===== src/rtl/dac_in_pkg.sv =====
// Shared constants and types for the serial converter input register.
// Assumes a 12-bit converter and two-flop synchronisation by default.
package dac_in_pkg;
    localparam int CODE_W      = 12;
    localparam int SYNC_STAGES = 2;

    // Synchronised serial inputs, packed in a fixed order
    typedef struct packed {
        logic sclk;
        logic sdi;
        logic cs;
    } ser_in_t;

    // Idle levels of the serial inputs: clock low, data low, select high
    localparam ser_in_t SER_IDLE = '{sclk: 1'b0, sdi: 1'b0, cs: 1'b1};
endpackage


===== src/rtl/dac_sync.sv =====
// Multi-bit level synchroniser: N independent chains of STAGES flops.
// Assumes each bit is a slow level, so the bits need not stay coherent.
// A synchronous active-low reset loads RST_VAL into every stage.
module dac_sync #(
    parameter int          N       = 3,
    parameter int          STAGES  = 2,
    parameter logic [N-1:0] RST_VAL = '0
) (
    input  logic         clk,
    input  logic         rst_n,
    input  logic [N-1:0] d,
    output logic [N-1:0] q
);
    logic [STAGES-1:0][N-1:0] stg;

    // Move each input through its chain of flops
    always_ff @(posedge clk) begin
        if (!rst_n) begin
            for (int i = 0; i < STAGES; i++) stg[i] <= RST_VAL;
        end else begin
            stg[0] <= d;
            for (int i = 1; i < STAGES; i++) stg[i] <= stg[i-1];
        end
    end

    assign q = stg[STAGES-1];
endmodule


===== src/rtl/dac_edge.sv =====
// Rising-edge detector for N synchronised levels, one detector per bit.
// Assumes inputs are already in the clk domain.
// RST_VAL should match the idle level of each input, so that reset release
// produces no false edge.
module dac_edge #(
    parameter int          N       = 2,
    parameter logic [N-1:0] RST_VAL = '0
) (
    input  logic         clk,
    input  logic         rst_n,
    input  logic [N-1:0] lvl,
    output logic [N-1:0] rise
);
    for (genvar g = 0; g < N; g++) begin : g_bit
        logic prev;

        // Remember the last level of this bit
        always_ff @(posedge clk) begin
            if (!rst_n) prev <= RST_VAL[g];
            else        prev <= lvl[g];
        end

        assign rise[g] = lvl[g] & ~prev;
    end
endmodule


===== src/rtl/dac_shift_reg.sv =====
// W-bit MSB-first serial-in shift register with the last stage as serial out.
// Assumes shift_en is a single-cycle strobe.
// Clears asynchronously on clr_n, and synchronously on reset or clr_hold.
module dac_shift_reg #(
    parameter int W = 12
) (
    input  logic         clk,
    input  logic         rst_n,
    input  logic         clr_n,
    input  logic         clr_hold,
    input  logic         shift_en,
    input  logic         sdi,
    output logic [W-1:0] q,
    output logic         sdo
);
    // Shift one bit in at bit 0 per strobe; clear overrides shifting
    always_ff @(posedge clk or negedge clr_n) begin
        if (!clr_n)                 q <= '0;
        else if (!rst_n || clr_hold) q <= '0;
        else if (shift_en)          q <= {q[W-2:0], sdi};
    end

    assign sdo = q[W-1];
endmodule


===== src/rtl/dac_code_reg.sv =====
// W-bit parallel code register, loaded from the shift register on a strobe.
// Clears asynchronously on clr_n, and synchronously on reset or clr_hold.
module dac_code_reg #(
    parameter int W = 12
) (
    input  logic         clk,
    input  logic         rst_n,
    input  logic         clr_n,
    input  logic         clr_hold,
    input  logic         load_en,
    input  logic [W-1:0] d,
    output logic [W-1:0] q
);
    // Take the shifted word on a load strobe; clear overrides loading
    always_ff @(posedge clk or negedge clr_n) begin
        if (!clr_n)                 q <= '0;
        else if (!rst_n || clr_hold) q <= '0;
        else if (load_en)           q <= d;
    end
endmodule


===== src/rtl/dac_serial_in.sv =====
// Top of the cascadable serial converter input register.
// - Synchronises sclk, sdi and cs_ld.
// - Shifts on each rising sclk while cs_ld is low.
// - Loads the code register on a rising cs_ld.
// Assumes the host keeps each serial phase longer than the synchroniser
// latency, and lowers cs_ld only while sclk is low.
// clr_n clears at once. Its release is retimed, so the registers leave clear
// synchronously.
module dac_serial_in #(
    parameter int CODE_W      = dac_in_pkg::CODE_W,
    parameter int SYNC_STAGES = dac_in_pkg::SYNC_STAGES
) (
    input  logic              clk,
    input  logic              rst_n,
    input  logic              clr_n,
    input  logic              sclk,
    input  logic              sdi,
    input  logic              cs_ld,
    output logic              sdo,
    output logic [CODE_W-1:0] dac_code
);
    import dac_in_pkg::*;

    localparam int SER_W = $bits(ser_in_t);

    ser_in_t           raw_in;
    ser_in_t           syn_in;
    logic              sdi_s;
    logic [1:0]        rise;
    logic              shift_en;
    logic              load_en;
    logic [SYNC_STAGES-1:0] clr_pipe;
    logic              clr_hold;
    logic [CODE_W-1:0] sh_q;

    assign raw_in = '{sclk: sclk, sdi: sdi, cs: cs_ld};

    dac_sync #(
        .N       (SER_W),
        .STAGES  (SYNC_STAGES),
        .RST_VAL (SER_IDLE)
    ) u_sync (
        .clk   (clk),
        .rst_n (rst_n),
        .d     (raw_in),
        .q     (syn_in)
    );

    // Clear release retimer: drops at once, rises after SYNC_STAGES clocks
    always_ff @(posedge clk or negedge clr_n) begin
        if (!clr_n)      clr_pipe <= '0;
        else if (!rst_n) clr_pipe <= '0;
        else             clr_pipe <= {clr_pipe[SYNC_STAGES-2:0], 1'b1};
    end

    assign clr_hold = ~clr_pipe[SYNC_STAGES-1];

    dac_edge #(
        .N       (2),
        .RST_VAL ({SER_IDLE.sclk, SER_IDLE.cs})
    ) u_edge (
        .clk   (clk),
        .rst_n (rst_n),
        .lvl   ({syn_in.sclk, syn_in.cs}),
        .rise  (rise)
    );

    assign sdi_s    = syn_in.sdi;
    assign shift_en = rise[1] & ~syn_in.cs;
    assign load_en  = rise[0];

    dac_shift_reg #(.W(CODE_W)) u_shift (
        .clk      (clk),
        .rst_n    (rst_n),
        .clr_n    (clr_n),
        .clr_hold (clr_hold),
        .shift_en (shift_en),
        .sdi      (sdi_s),
        .q        (sh_q),
        .sdo      (sdo)
    );

    dac_code_reg #(.W(CODE_W)) u_code (
        .clk      (clk),
        .rst_n    (rst_n),
        .clr_n    (clr_n),
        .clr_hold (clr_hold),
        .load_en  (load_en),
        .d        (sh_q),
        .q        (dac_code)
    );
endmodule


===== config.mk =====
export PLATFORM = sky130hd
export DESIGN_NAME = dac_serial_in
export DESIGN_NICKNAME = d
export VERILOG_FILES = /design/src/rtl/dac_in_pkg.sv /design/src/rtl/dac_sync.sv /design/src/rtl/dac_edge.sv /design/src/rtl/dac_shift_reg.sv /design/src/rtl/dac_code_reg.sv /design/src/rtl/dac_serial_in.sv
export SDC_FILE = /design/constraint.sdc
export NUM_CORES = 1
export LEC_CHECK = 0
export ABC_AREA = 1
export BUFFER_PORTS_ARGS = -buffer_cell sky130_fd_sc_hd__clkbuf_2
export CAP_MARGIN = 10
export CORE_ASPECT_RATIO = 1.25
export CORE_MARGIN = 2
export CORE_UTILIZATION = 28
export DETAILED_ROUTE_END_ITERATION = 7
export GPL_ROUTABILITY_DRIVEN = 1
export PLACE_DENSITY_LB_ADDON = 0.12
export RECOVER_POWER = 50
export SYNTH_ARGS = -nofsm -noshare
export SYNTH_HDL_FRONTEND = slang
export SYNTH_SLANG_ARGS = --single-unit
export TNS_END_PERCENT = 50

===== constraint.sdc =====
create_clock -name clk -period 0.8 [get_ports clk]
set_input_delay 0.16 -clock clk [delete_from_list [all_inputs] [get_ports clk]]
set_output_delay 0.16 -clock clk [all_outputs]
set_load 0.02 [all_outputs]

==> reports/qor.txt <==
Critical path's top delay family - flip-flops
Die ar. - 5718 µm²
Mapped Cells - 165
CTS max path bufs - 2
Total GRT Usage - 10.87%
Pleak - 1.019 nW
Fillers - 539
Clock Skew - 0.003833 ns
# diodes - 0
Max VDD drop - 0.0009658 V
Multi-input logic area - 476.7 µm²
Initial Utilization - 28.66%
Sink Count - 34
Worst Setup Slack, final - -0.1918 ns
Reg area - 812.0 µm²
Final net count - 212
First-pass GRT wire length - 4595 µm
Setup violators final - 37
Max-Cap Viols - 0
Sequential area share after synthesis - 56.50%
Number of global-route vias before repair - 997
P per Cell Area - 1599 nW/µm²
Mapped Nets - 171
Num CTS Buffers - 5
Hpwl dp - 1902 µm
CTS tree - built
Initial antenna violation count - 0
Layout area overhead - 33.48%
Syn. warnings - 0
Vias - 1077
Worst slew pin tran - 0.3856 ns
Core area - 5007 µm²
Routed len/inst - 9.978 µm
Fraction of layout cells with a size suffix above 1 - 28.50%
Slew Limit Fails - 0
Pre-CTS WS - -0.1570 ns
Residual DRC - 0
#FFs+latches synth - 34
Die Wd - 68.04 µm
CP cell instances - clkbuf_8
Max FO, Critical Path - 2
Initial drt markers - 31
Outcome - finished with violations
Worst-Skew Late Latency - 0.28 ns
Final Total Pwr - 0.003064 W
GR Overflow Total - 0
Failing checks - setup timing
Avg Inst Size Synth - 8.698 µm²
Slew Limit Headroom - 74.30%
CP Class - flip-flop to output port
Drt first pass iters - 4
Row Count - 29
GP Congestion - 0.7217
Critical Path Sink Type - output port
I/O pin cnt - 19
Mapped cell area - 1435 µm²
Yosys cell types - 16
Die height - 84.05 µm
Placed Cells - 246
Min-Delay Path Class - input pin to flip-flop
I/O Buffers - 18
Reg clk slew, reported paths - 0.06 ns
Worst Path Arrival - 0.83 ns
Root Buffer - clkbuf_8
Fin crit period - 0.9918 ns
Slowest cell delay on critical path - 0.40 ns
Wirelength, routed - 2684 µm
Worst Path Required - 0.64 ns
Nature of the critical path startpoint - flip-flop
Non-Filler Instances - 269
CTS H-tree depth - 2
Fin. Hold Viols - 0
Via density - 4.004
Antenna viol nets, final - 0
Critical-path top delay cell - dfrtp_1
Final period utilization - 124.0%
Largest net degree at the start of global routing - 27
F_max - 1008 MHz
RSZ-0062 raised after global routing - true
Buf+Inv Stages, Crit Path - 1
[layer usage]
layer | vias up | wire [µm] | GRT usage [%]
li1 | 564 | - | -
met1 | 489 | 1260 | 14.19
met2 | 20 | 1274 | 15.71
met3 | 4 | 102 | 4.049
met4 | 0 | 46 | 4.909
met5 | - | 0 | 0
[cells by family after synthesis]
| kind of cell | after synthesis | share of synthesized area, % |
|---|---|---|
| simple gates | 100 | 32.52 |
| flops | 34 | 56.49 |
| buf+inv | 31 | 10.98 |
[synthesized netlist by cell type]
master | instances | area [µm²]
nand3_1 | 12 | 60.06
inv_1 | 23 | 86.33
nand2_4 | 1 | 11.26
inv_2 | 1 | 3.750
buf_2 | 2 | 10.01
nand2_2 | 1 | 6.260
nand2_1 | 71 | 266.5
nor2_2 | 1 | 6.260
buf_4 | 2 | 15.01
buf_6 | 2 | 22.52
buf_12 | 1 | 20.02
nor2_1 | 5 | 18.77
dfrtp_1 | 26 | 650.6
nor2_4 | 8 | 90.09
nand3b_1 | 1 | 7.510
dfxtp_1 | 8 | 160.2
[registers in the layout, summed over array words and instances, names as in the netlist]
name,count
u_code.q,12
u_shift.q,12
u_sync.q,3
u_sync.stg,3
clr_pipe,2
u_edge.g_bit.prev,2
[path summary, 6_finish.rpt]
path                                               start                   endpoint  slack (ns)  cells after the start
max in group asynchronous                          clr_n    u_code.q[5]$_DFFE_PN0P_        0.13                      3
worst min-delay path                               cs_ld   u_sync.stg[0]$_SDFF_PN1_        0.05                      3
worst min register to register  u_sync.stg[0]$_SDFF_PN1_     u_sync.q[0]$_SDFF_PN1_        0.41                      2
worst max register to register     clr_pipe[1]$_DFF_PN0_  u_shift.q[11]$_DFFE_PN0P_       -0.17                      5
min in group asynchronous                          clr_n    u_code.q[2]$_DFFE_PN0P_        0.41                      3
worst max-delay path             u_code.q[3]$_DFFE_PN0P_                dac_code[3]       -0.19                      1
[metrics by stage]
step | instance area [µm²] | utilization, % | hold WS (ns) | TNS (ns)
3_3_place_gp | 1628 | 32.51 | 0.1262 | -2.988
6_report | 1916 | 38.26 | 0.05192 | -5.493
4_1_cts | 1868 | 37.31 | 0.04431 | -5.941
3_5_place_dp | 1628 | 32.51 | 0.1184 | -3.251
5_1_grt | 1916 | 38.26 | 0.06096 | -7.484
2_1_floorplan | 1446 | - | -0.1356 | -1.778
[layout by cell type (no fill, tap or decap), types with 2 or more instances in the layout]
| master | n |
|---|---|
| nand2_2 | 2 |
| clkbuf_1 | 5 |
| clkbuf_8 | 14 |
| buf_6 | 4 |
| nand3_1 | 12 |
| buf_4 | 19 |
| nand2_1 | 69 |
| dfxtp_1 | 7 |
| nor2_4 | 8 |
| nand2_4 | 2 |
| clkbuf_2 | 4 |
| inv_1 | 22 |
| nor2_1 | 5 |
| dfrtp_1 | 26 |
[layout make-up]
| class | count | share of cell area (%) |
|---|---|---|
| clock buffers | 8 | 4.180 |
| flip-flops and latches | 34 | 42.39 |
| well taps | 62 | 4.050 |
| repair buffers | 41 | 19.53 |
| multi-input cells | 100 | 24.89 |
| inverters | 24 | 4.964 |
[what timing repair did]
item / in CTS / in global routing
cloned: 0 / 0
setup endpoints to repair: 37 / 37
setup buffers: 9 / 5
pin swaps: 2 / 0
gates resized for setup: 21 / 13
hold buffers: 1 / 0
endpoints found under the hold margin: 26 / 0
[where the power goes]
part	switching [W]	internal [W]	leakage, nW	total (W)
clock network	0.000567	0.000618	0.0395	0.00118
logic	0.0000907	0.0000443	0.554	0.000135
registers	0.00000828	0.00174	0.426	0.00174
(Power assumes the default switching activity.)
